$ cat config.mk
export PLATFORM = sky130hd
export DESIGN_NAME = adc_seq_ctrl
export DESIGN_NICKNAME = d
export VERILOG_FILES = /design/src/rtl/adc_seq_pkg.sv /design/src/rtl/adc_seq_fsm.sv /design/src/rtl/adc_seq_chan_map.sv /design/src/rtl/adc_seq_result_bank.sv /design/src/rtl/adc_seq_ctrl.sv
export SDC_FILE = /design/constraint.sdc
export NUM_CORES = 1
export LEC_CHECK = 0
export ABC_AREA = 1
export ABC_CLOCK_PERIOD_IN_PS = 4000
export BUFFER_PORTS_ARGS = -buffer_cell sky130_fd_sc_hd__buf_2
export CORE_ASPECT_RATIO = 1.5
export CORE_UTILIZATION = 35
export DETAILED_ROUTE_END_ITERATION = 10
export GPL_ROUTABILITY_DRIVEN = 0
export PLACE_DENSITY = 0.56
export RECOVER_POWER = 50
export SLEW_MARGIN = 20
export SYNTH_ARGS = -nofsm -noshare
export SYNTH_HDL_FRONTEND = slang
export SYNTH_HIERARCHICAL = 1
export SYNTH_SLANG_ARGS = --single-unit
$ cat constraint.sdc
create_clock -name clk -period 4 [get_ports clk]
set_input_delay 0.6 -clock clk [delete_from_list [all_inputs] [get_ports clk]]
set_output_delay 0.6 -clock clk [all_outputs]
set_load 0.01 [all_outputs]
$ cat src/rtl/adc_seq_pkg.sv
package adc_seq_pkg;

   typedef enum logic [1:0] {
      ST_IDLE  = 2'd0,
      ST_START = 2'd1,
      ST_WAIT  = 2'd2
   } seq_state_e;

   // packed in mode-number order: scan is the MSB, len_long the LSB
   typedef struct packed {
      logic scan;
      logic multi;
      logic len_long;
   } seq_mode_t;

endpackage

$ cat src/rtl/adc_seq_fsm.sv
module adc_seq_fsm
   import adc_seq_pkg::*;
#(
   parameter int CHAN_W    = 4,
   parameter int LONG_LEN  = 8,
   parameter int SHORT_LEN = 4,
   localparam int SLOT_W   = $clog2(LONG_LEN),
   localparam int CTL_W    = CHAN_W + 3
) (
   input  logic              clk,
   input  logic              rst,
   input  logic              ctl_wr,
   input  logic [CTL_W-1:0]  ctl_data,
   input  logic              conv_done,
   output logic              start,
   output logic              accept,
   output logic              last,
   output logic              busy,
   output logic [SLOT_W-1:0] slot,
   output seq_mode_t         mode,
   output logic [CHAN_W-1:0] chan_sel
);

   localparam logic [SLOT_W-1:0] LAST_LONG  = SLOT_W'(LONG_LEN - 1);
   localparam logic [SLOT_W-1:0] LAST_SHORT = SLOT_W'(SHORT_LEN - 1);

   seq_state_e        st_q;
   logic [SLOT_W-1:0] slot_q;
   seq_mode_t         mode_q;
   logic [CHAN_W-1:0] chan_q;

   assign last   = (slot_q == (mode_q.len_long ? LAST_LONG : LAST_SHORT));
   assign accept = (st_q == ST_WAIT) && conv_done && !ctl_wr;
   assign start  = (st_q == ST_START);
   assign busy   = (st_q != ST_IDLE);

   always_ff @(posedge clk) begin
      if (rst) begin
         st_q   <= ST_IDLE;
         slot_q <= '0;
         mode_q <= '0;
         chan_q <= '0;
      end else if (ctl_wr) begin
         st_q   <= ST_START;
         slot_q <= '0;
         mode_q <= seq_mode_t'(ctl_data[CHAN_W +: 3]);
         chan_q <= ctl_data[CHAN_W-1:0];
      end else begin
         unique case (st_q)
            ST_START: st_q <= ST_WAIT;
            ST_WAIT: begin
               if (conv_done) begin
                  if (last) begin
                     slot_q <= '0;
                     st_q   <= mode_q.scan ? ST_START : ST_IDLE;
                  end else begin
                     slot_q <= slot_q + 1'b1;
                     st_q   <= ST_START;
                  end
               end
            end
            default: st_q <= ST_IDLE;
         endcase
      end
   end

   assign slot     = slot_q;
   assign mode     = mode_q;
   assign chan_sel = chan_q;

endmodule

$ cat src/rtl/adc_seq_chan_map.sv
module adc_seq_chan_map #(
   parameter int CHAN_W    = 4,
   parameter int LONG_LEN  = 8,
   parameter int SHORT_LEN = 4,
   localparam int SLOT_W   = $clog2(LONG_LEN),
   localparam int SHORT_W  = $clog2(SHORT_LEN)
) (
   input  logic [CHAN_W-1:0] chan_sel,
   input  logic [SLOT_W-1:0] slot,
   input  logic              multi,
   input  logic              len_long,
   output logic [CHAN_W-1:0] chan
);

   logic [CHAN_W-1:0] blk_long;
   logic [CHAN_W-1:0] blk_short;

   generate
      if (CHAN_W > SLOT_W) begin : g_long_base
         assign blk_long = {chan_sel[CHAN_W-1:SLOT_W], slot};
      end else begin : g_long_full
         assign blk_long = CHAN_W'(slot);
      end
   endgenerate

   assign blk_short = {chan_sel[CHAN_W-1:SHORT_W], slot[SHORT_W-1:0]};

   always_comb begin
      if (!multi)        chan = chan_sel;
      else if (len_long) chan = blk_long;
      else               chan = blk_short;
   end

endmodule

$ cat src/rtl/adc_seq_result_bank.sv
module adc_seq_result_bank #(
   parameter int RES_W    = 10,
   parameter int SLOTS    = 8,
   localparam int SLOT_W  = $clog2(SLOTS)
) (
   input  logic              clk,
   input  logic              rst,
   input  logic              clr,
   input  logic              wr_en,
   input  logic              wr_last,
   input  logic [SLOT_W-1:0] wr_slot,
   input  logic [RES_W-1:0]  wr_data,
   input  logic [SLOT_W-1:0] rd_sel,
   output logic [RES_W-1:0]  rd_data,
   output logic [SLOTS-1:0]  slot_done,
   output logic              seq_done
);

   logic [SLOTS-1:0][RES_W-1:0] res_all;
   logic                        seq_q;

   for (genvar i = 0; i < SLOTS; i++) begin : g_slot
      logic [RES_W-1:0] val_q;
      logic             flag_q;
      always_ff @(posedge clk) begin
         if (rst) begin
            val_q  <= '0;
            flag_q <= 1'b0;
         end else if (clr) begin
            flag_q <= 1'b0;
         end else if (wr_en && (wr_slot == SLOT_W'(i))) begin
            val_q  <= wr_data;
            flag_q <= 1'b1;
         end
      end
      assign res_all[i]   = val_q;
      assign slot_done[i] = flag_q;
   end

   always_ff @(posedge clk) begin
      if (rst || clr)            seq_q <= 1'b0;
      else if (wr_en && wr_last) seq_q <= 1'b1;
   end

   assign seq_done = seq_q;
   assign rd_data  = res_all[rd_sel];

endmodule

$ cat src/rtl/adc_seq_ctrl.sv
module adc_seq_ctrl
   import adc_seq_pkg::*;
#(
   parameter int CHAN_W    = 4,
   parameter int RES_W     = 10,
   parameter int LONG_LEN  = 8,
   parameter int SHORT_LEN = 4,
   localparam int SLOT_W   = $clog2(LONG_LEN),
   localparam int CTL_W    = CHAN_W + 3
) (
   input  logic              clk,
   input  logic              rst,
   input  logic              ctl_wr,
   input  logic [CTL_W-1:0]  ctl_data,
   output logic              conv_start,
   output logic [CHAN_W-1:0] conv_chan,
   input  logic              conv_done,
   input  logic [RES_W-1:0]  conv_result,
   input  logic [SLOT_W-1:0] rd_sel,
   output logic [RES_W-1:0]  rd_data,
   output logic [LONG_LEN-1:0] slot_done,
   output logic              seq_done,
   output logic              busy
);

   generate
      if (LONG_LEN < 2 || (1 << SLOT_W) != LONG_LEN) begin : g_bad_long
         $error("LONG_LEN must be a power of two of at least 2");
      end
      if (SHORT_LEN < 2 || SHORT_LEN >= LONG_LEN
          || (1 << $clog2(SHORT_LEN)) != SHORT_LEN) begin : g_bad_short
         $error("SHORT_LEN must be a power of two, at least 2, below LONG_LEN");
      end
      if (CHAN_W < SLOT_W) begin : g_bad_chan
         $error("CHAN_W must cover a full long channel block");
      end
      if (RES_W < 1) begin : g_bad_res
         $error("RES_W must be positive");
      end
   endgenerate

   logic              accept;
   logic              last;
   logic [SLOT_W-1:0] slot;
   seq_mode_t         mode;
   logic [CHAN_W-1:0] chan_sel;

   adc_seq_fsm #(
      .CHAN_W   (CHAN_W),
      .LONG_LEN (LONG_LEN),
      .SHORT_LEN(SHORT_LEN)
   ) u_fsm (
      .clk      (clk),
      .rst      (rst),
      .ctl_wr   (ctl_wr),
      .ctl_data (ctl_data),
      .conv_done(conv_done),
      .start    (conv_start),
      .accept   (accept),
      .last     (last),
      .busy     (busy),
      .slot     (slot),
      .mode     (mode),
      .chan_sel (chan_sel)
   );

   adc_seq_chan_map #(
      .CHAN_W   (CHAN_W),
      .LONG_LEN (LONG_LEN),
      .SHORT_LEN(SHORT_LEN)
   ) u_map (
      .chan_sel(chan_sel),
      .slot    (slot),
      .multi   (mode.multi),
      .len_long(mode.len_long),
      .chan    (conv_chan)
   );

   adc_seq_result_bank #(
      .RES_W(RES_W),
      .SLOTS(LONG_LEN)
   ) u_bank (
      .clk      (clk),
      .rst      (rst),
      .clr      (ctl_wr),
      .wr_en    (accept),
      .wr_last  (last),
      .wr_slot  (slot),
      .wr_data  (conv_result),
      .rd_sel   (rd_sel),
      .rd_data  (rd_data),
      .slot_done(slot_done),
      .seq_done (seq_done)
   );

endmodule

## Yosys cells after proc, flatten, opt, wreduce, memory -nomap -nowiden

Cells that the tools add are included.

- Eq/ne operators: 12
- Bitwise gates (word level): 1
- $add $sub $neg: 1
- Magnitude comparators: 1
- Multiplexer cells: 11
- Reduce and logical (&&, ||, !) cells: 25

Operators by type and width:

| kind | count |
|---|---|
| $bmux 10 s3 | 1 |
| $reduce_and 2->1 | 9 |
| $eq 3x3->1 const B | 4 |
| $mux 3 | 4 |
| $logic_and 1x1->1 | 11 |
| $mux 10 | 1 |
| $eq 3x2->1 const B | 2 |
| $lt 3x4->1 const B | 1 |
| $mux 2 | 2 |
| $pmux 2 s2 | 1 |
| $add 3x1->3 const B | 1 |
| $eq 3x1->1 const B | 1 |
| $eq 3x3->1 | 1 |
| $logic_not 3->1 | 1 |
| $ne 3x3->1 const B | 1 |
| $eq 2x1->1 const B | 1 |
| $eq 2x2->1 const B | 1 |
| $mux 1 | 2 |
| $ne 2x2->1 const B | 1 |
| $reduce_bool 2->1 | 1 |
| $reduce_or 2->1 | 1 |
| $logic_not 1->1 | 1 |
| $logic_or 1x1->1 | 1 |
| $not 1->1 | 1 |

- Logic and storage cells: 75
- Flip-flop bits (word level): 101
- Input port bits: 24
- Output and inout bits: 25

## Depth between registers and ports, before layout

Gate-level depths: netlist of run 1.

- Depth after elaboration: 6
- Depth in mapped cells: 11
- Depth with buffers taken out: 10

## Cells and area by module

The synthesis of run 1 kept the hierarchy.

Modules (own cells, without submodules):

| module | area each (um^2) | sequential area each (um^2) | instances | cells an instance |
|---|---|---|---|---|
| adc_seq_result_bank | 4862.2 | 1781.7 | 1 | 821 |
| adc_seq_fsm | 554.3 | 240.2 | 1 | 74 |
| adc_seq_chan_map | 60.1 | 0.0 | 1 | 14 |

## Worst setup path after synthesis of run 1

OpenSTA, ideal clock, no wires.

- Path kind: input-to-output
- Start: in rd_sel[0]
- End: out rd_data[0]
- Stages on the path: 8
- Required time: 3.400 ns
- Slack: 2.105 ns
- Arrival time: 1.295 ns
- Path through: clkbuf_1 -> inv_1 -> buf_2 -> nand2_1 -> nand3_1 -> nand2_1 -> nand2_1 -> nand2_1

- Cells in the longest elaborated chain, start to end: 2

Ends and longest elaborated chain:

| item | line | RTL |
|---|---|---|
| start: declaration | adc_seq_ctrl.sv:19 | `input logic [SLOT_W-1:0] rd_sel,` |
| $bmux 10 s3 | adc_seq_result_bank.sv:46 | `assign rd_data = res_all[rd_sel];` |
| $mux 10 (implied by the code) | adc_seq_result_bank.sv:46 |  |
| end: declaration | adc_seq_ctrl.sv:20 | `output logic [RES_W-1:0] rd_data,` |

Every way passes these cells. The select of a mux whose other input is x is not followed.

## Worst setup path in the final report of run 1

- Start: reg u_fsm.st_q[0]
- End: reg u_bank.g_slot[5].val_q[2]

- Cells in the longest elaborated chain, start to end: 5

Ends and longest elaborated chain:

| item | line | RTL |
|---|---|---|
| start: declaration | adc_seq_fsm.sv:27 | `seq_state_e st_q;` |
| start signal: assignment | adc_seq_fsm.sv:55 | `st_q <= mode_q.scan ? ST_START : ST_IDLE;` |
| $eq 2x2->1 | adc_seq_fsm.sv:33 | `assign accept = (st_q == ST_WAIT) && conv_done && !ctl_wr;` |
| $logic_and 1x1->1 (2 in series) | adc_seq_fsm.sv:33 |  |
| via accept | adc_seq_ctrl.sv:42 | `logic accept;` |
| $logic_and 1x1->1 | adc_seq_result_bank.sv:31 | `end else if (wr_en && (wr_slot == SLOT_W'(i))) begin` |
| $reduce_and 2->1 (no source line) | -- |  |
| end signal: assignment | adc_seq_result_bank.sv:32 | `val_q <= wr_data;` |
| end: declaration | adc_seq_result_bank.sv:23 | `logic [RES_W-1:0] val_q;` |

The timed path passes the listed nets, and every way through them passes these cells.
A chain may end at the register's enable or synchronous reset.

==> run metrics, run 1 <==
full die area=0.0162 mm^2; worst path cell trace=inv_1, ha_1, nand2_1, nor2_1, nand2_1, nor2_1, nand2_2, nand2_1, inv_1, nor2_1; Max Cap Violations=0; WHS Path Cells=2; register area share after synthesis=36.9%; Netlist cell types=25; All-Layer GR Usage=20.3%; setup TNS=0 ns; post-route ant nets=0; first-pass GRT wire length=25100 um; EDFF count, synth=0; largest net degree at the start of global routing=64; CP endpoint kind=flip-flop; vias per cell=4.51; P&R area growth vs syn=8.54%; Nets=955; # hold bufs at CTS=0; final hold vios=0; worst min-delay path class=input port to flip-flop; H-Tree Depth=3; wl on met1=6490 um; CTS Buf Count=9; Yosys top cell area share=36.9%; Final min period=2.87 ns; Core Area=0.0152 mm^2; clk_skew=0.0105 ns; Initial DRC Count=273; path type of the worst setup path=flip-flop to flip-flop; Design Power=0.00215 W; Area contributors post-synth=dfxtp_1 37%, nand2_1 20%, inv_1 11%, nor2_1 9.9%, nand3_1 9.5%; clk sinks=101; Fmax=0.349 GHz; Die Wd=104 um; layout cells sized above 1=6.77%; met3 wire len=625 um; Die Span Y=155 um; Leak Pwr=3.13 nW; port bufs=48; Starting Density=36.0%; met2 WL=7800 um; Cells after Synth=909; RSZ-0062 raised after global routing=no; Avg Cell Area, Syn=6.02 um^2; Startpoint Class=flip-flop; num rows=55; Syn Std Cell Area=0.00548 mm^2; Post-synth ARST share=0%; Worst-path clk slew=0.07 ns; Max VDD drop=0.190 mV; clk buf depth=2; vias in the first global route=4739; Top Layer Used=met4; Clock Latency Late Sink=0.36 ns; CP max stage delay=0.87 ns; Slew Limit Fails=0; CTS tree=built; status=complete, no violations; I/O pin count=49; drt first pass iters=5; WP data required=4.29 ns; DRC viols=0; n_diodes=0; Root Driver=clkbuf_16; commonest non-fill, non-tap cell in the layout=nand2_1; FF-to-FF setup slack=1.13 ns; Worst-Margin Slew=1.08 ns; Hold Slack=0.459 ns; vias=5099; dominant synthesized flop cell=dfxtp_1; Finish-stage setup viols=0; most frequent cells in the layout=302 x nand2_1, 167 x inv_1, 148 x nor2_1; Routed WL per cell=13.8 um; R2R cell count=10; number of synthesized register bits=101; final WL=15600 um; post-CTS setup buffer count=0; hpwl dp=10800 um; Slew Limit Headroom=28.0%; synth warn=6; Tcrit/Tclk final=71.7%; Resized Gates After CTS=0; Mapped Nets=937; initial antenna violation count=0; arrival time worst endpoint=3.15 ns; GR Overflow Total=0; CP Max Fanout=12; area leader, netlist=dfxtp_1; Pwr Density=362 mW/mm^2; slowest stage cell, crit path=nor2_1
## per-layer routing
metal,track usage [%],vias up
li1,-,2688
met1,22.9,2251
met2,36.8,133
met3,2.72,27
met4,10.7,0
met5,0,-
## metrics by stage
step	std cells	setup slack (ns)	area [um^2]	util, %
after global placement	1115	1.30	5700	37.5
final	1130	1.13	5940	39.1
after CTS	1130	1.30	6020	39.6
after floorplan	909	2.11	5480	-
after global routing	1130	0.799	5940	39.1
after detailed placement	1115	1.31	5700	37.5
## final timing paths
kind	startpoint	end
setup / recovery	u_fsm/st_q[0]$_SDFFE_PP0P_	u_bank/g_slot[5].val_q[2]$_SDFFE_PP0P_
hold / removal	rst	u_fsm/st_q[0]$_SDFFE_PP0P_
setup reg to reg	u_fsm/st_q[0]$_SDFFE_PP0P_	u_bank/g_slot[5].val_q[2]$_SDFFE_PP0P_
hold reg to reg	u_fsm/mode[2]$_SDFFE_PP0P_	u_fsm/mode[2]$_SDFFE_PP0P_
## kinds of logic (layout without fill, tap and decap cells)
family | after synthesis | count (layout) | synth area share, %
AOI/OAI and AO/OA | 21 | 21 | 2.10
buffers and inverters | 220 | 242 | 17.6
adders and majority gates | 4 | 4 | 0.914
DFF | 101 | 101 | 36.9
and+or+nand+nor | 563 | 563 | 42.5
## critical path: cells and delay by family (launching register included)
kind / cells / cell delay [ns]
and+or+nand+nor: 7 / 2.15
DFF: 1 / 0.32
adders and majority gates: 1 / 0.21
buffers and inverters: 2 / 0.14
## area by class of cell
class	instances	area, um^2
flip-flops and latches	101	2020
clock inverters	5	75.1
repair buffers	56	269
multi-input cells	588	2450
fillers	1687	9260
well taps	199	249
inverters	171	643
clock buffers	10	239
## registers in the layout (all words and copies together), names as in the netlist
signal / count
u_bank/seq_done: 1
u_bank/g_slot.flag_q: 8
u_fsm/chan_sel: 4
u_fsm/slot: 3
u_fsm/st_q: 2
u_fsm/mode: 3
u_bank/g_slot.val_q: 80
## power breakdown
group / leakage (nW) / internal [W] / switching (W)
clock network: 0.158 / 0.000559 / 0.000391
logic: 2.16 / 0.0000552 / 0.000134
registers: 0.815 / 0.00101 / 0.00000375
total: 3.13 / 0.00163 / 0.000528
## synth_stat cells, types with 3 or more instances
cell type    n
nand2_1    299
inv_1      166
nor2_1     145
nand3_1    104
dfxtp_1    101
buf_4       15
buf_2       11
o21ai_0     10
buf_6        9
a21oi_1      8
buf_1        8
clkbuf_1     6
ha_1         4
inv_2        4
nand2_2      4
nand3_2      4
nor2_4       3
No activity file was read; power rests on OpenSTA's default activity.
==> run 2: changes to the inputs <==
--- a/config.mk
+++ b/config.mk
@@ -6,7 +6,7 @@
 export NUM_CORES = 1
 export LEC_CHECK = 0
 export ABC_AREA = 1
-export ABC_CLOCK_PERIOD_IN_PS = 4000
+export ABC_CLOCK_PERIOD_IN_PS = 2700
 export BUFFER_PORTS_ARGS = -buffer_cell sky130_fd_sc_hd__buf_2
 export CORE_ASPECT_RATIO = 1.5
 export CORE_UTILIZATION = 35
==> constraint.sdc (replaced) <==
create_clock -name clk -period 2.7 [get_ports clk]
set_input_delay 0.405 -clock clk [delete_from_list [all_inputs] [get_ports clk]]
set_output_delay 0.405 -clock clk [all_outputs]
set_load 0.01 [all_outputs]
==> run metrics, run 2 (synthesis results as in run 1) <==
Root Driver=clkbuf_16; hpwl dp=11300 um; post-place setup slack=0.598 ns; P&R area growth vs syn=9.16%; Die Wd=104 um; largest net degree at the start of global routing=41; # hold bufs at CTS=0; worst min-delay path class=input port to flip-flop; Setup WS post-layout=0.447 ns; Tcrit/Tclk final=83.4%; Slew Limit Headroom=52.5%; clk_skew=0.00668 ns; worst path cell trace=inv_1, ha_1, nand2_1, nor2_1, nand2_1, nor2_1, clkbuf_1, nand3_1, nand2_1, nor2_1; Finish-stage setup viols=0; Max VDD drop=0.232 mV; num rows=55; combinational power share=9.6%; Cell Int Power=0.00230 W; Die Span Y=155 um; Routed WL per cell=13.9 um; n_diodes=0; vias=5133; Worst-Margin Slew=0.709 ns; vias per cell=4.52; All-Layer GR Usage=20.5%; Nets=959; vias in the first global route=4839; post-CTS setup buffer count=0; fin util=39.3%; initial antenna violation count=0; Starting Density=36.0%; Initial DRC Count=299; Flop pwr share=48.3%; full die area=0.0162 mm^2; DRC viols=0; CP Max Fanout=11; delay-heaviest family, CP=simple AND/OR/NAND/NOR gates; # fillers=1704; Leak Pwr=3.11 nW; first-pass GRT wire length=25600 um; H-Tree Depth=3; I/O pin count=49; clk buf depth=2; status=complete, no violations; clk sinks=101; Design Power=0.00311 W; Fmax=0.444 GHz; post-route ant nets=0; Pwr Density=521 mW/mm^2; final WL=15800 um; clock share of power=42.1%; CP max stage delay=0.54 ns; Switching Share=26.1%; commonest non-fill, non-tap cell in the layout=nand2_1; drt first pass iters=5; register area=0.00202 mm^2; Critical path buffers and inverters=2; Max Cap Violations=0; final hold vios=0; RSZ-0062 raised after global routing=no; path type of the worst setup path=flip-flop to flip-flop; CTS Buf Count=9; CP endpoint kind=flip-flop; Multi-input gate area=0.00247 mm^2; Clock Latency Late Sink=0.35 ns; Worst-path clk slew=0.07 ns; GR Overflow Total=0; Largest Register=u_bank/g_slot.val_q; Resized Gates After CTS=0; Core Area=0.0152 mm^2; port bufs=48; arrival time worst endpoint=2.50 ns; NetSw=0.000814 W; slowest stage cell, crit path=clkbuf_1; Final min period=2.25 ns; Slew Limit Fails=0; setup TNS=0 ns; layout cells sized above 1=7.05%; most frequent cells in the layout=301 x nand2_1, 166 x inv_1, 146 x nor2_1; Startpoint Class=flip-flop; max FFs per register=80; WP data required=2.95 ns; CTS tree=built
-- run 2: cell types whose count changed in the layout (fill, tap and decap cells not counted), moves of 2 or more --
cell,change
clkinvlp_4,+2
nor2_1,-2
inv_2,+2
buf_2,-6
clkbuf_1,+7
nor2_4,+3
buf_4,+3
clkinv_2,-2
-- run 2: routing by layer --
metal  wire [um]  part of all wire [%]  GRT usage (%)  up-vias
li1            -                     -              -     2697
met1        6510                    41           23.2     2285
met2        7890                    50           36.5      121
met3         592                   3.8           2.68       30
met4         756                   4.8           12.5        0
met5           0                     0              0        -
-- run 2: worst paths after layout --
path / end / depth (start not counted) / start / slack [ns]
min: u_fsm/st_q[0]$_SDFFE_PP0P_ / 2 / rst / 0.27
min reg2reg: u_fsm/mode[2]$_SDFFE_PP0P_ / 2 / u_fsm/mode[2]$_SDFFE_PP0P_ / 0.46
max: u_bank/g_slot[3].val_q[7]$_SDFFE_PP0P_ / 10 / u_fsm/st_q[0]$_SDFFE_PP0P_ / 0.45
max reg2reg: u_bank/g_slot[3].val_q[7]$_SDFFE_PP0P_ / 10 / u_fsm/st_q[0]$_SDFFE_PP0P_ / 0.45
-- run 2: metrics by stage --
stage / instances / instance area, um^2 / hold WS, ns
after floorplan: 909 / 5480 / 0.434
final: 1135 / 5980 / 0.273
after global routing: 1135 / 5980 / 0.271
after detailed placement: 1119 / 5750 / 0.458
after CTS: 1135 / 6040 / 0.260
after global placement: 1119 / 5750 / 0.449
-- run 2: final cells by class --
class                           instances  share of cell area (%)
Clock inverter                          6                    1.07
Multi-Input combinational cell        588                    41.3
Sequential cell                       101                    33.8
Clock buffer                           10                    3.83
Tap cell                              199                    4.16
Timing Repair Buffer                   60                    5.09
Inverter                              171                    10.7
-- run 2: power groups by stage --
stage	Sequential [W]	Combinational, W	Clock [W]
floorplan	0.00154	0.000192	0
global placement	0.00154	0.000306	0
detailed placement	0.00154	0.000303	0
CTS	0.00150	0.000305	0.00135
global route	0.00150	0.000329	0.00141
finish	0.00150	0.000298	0.00131
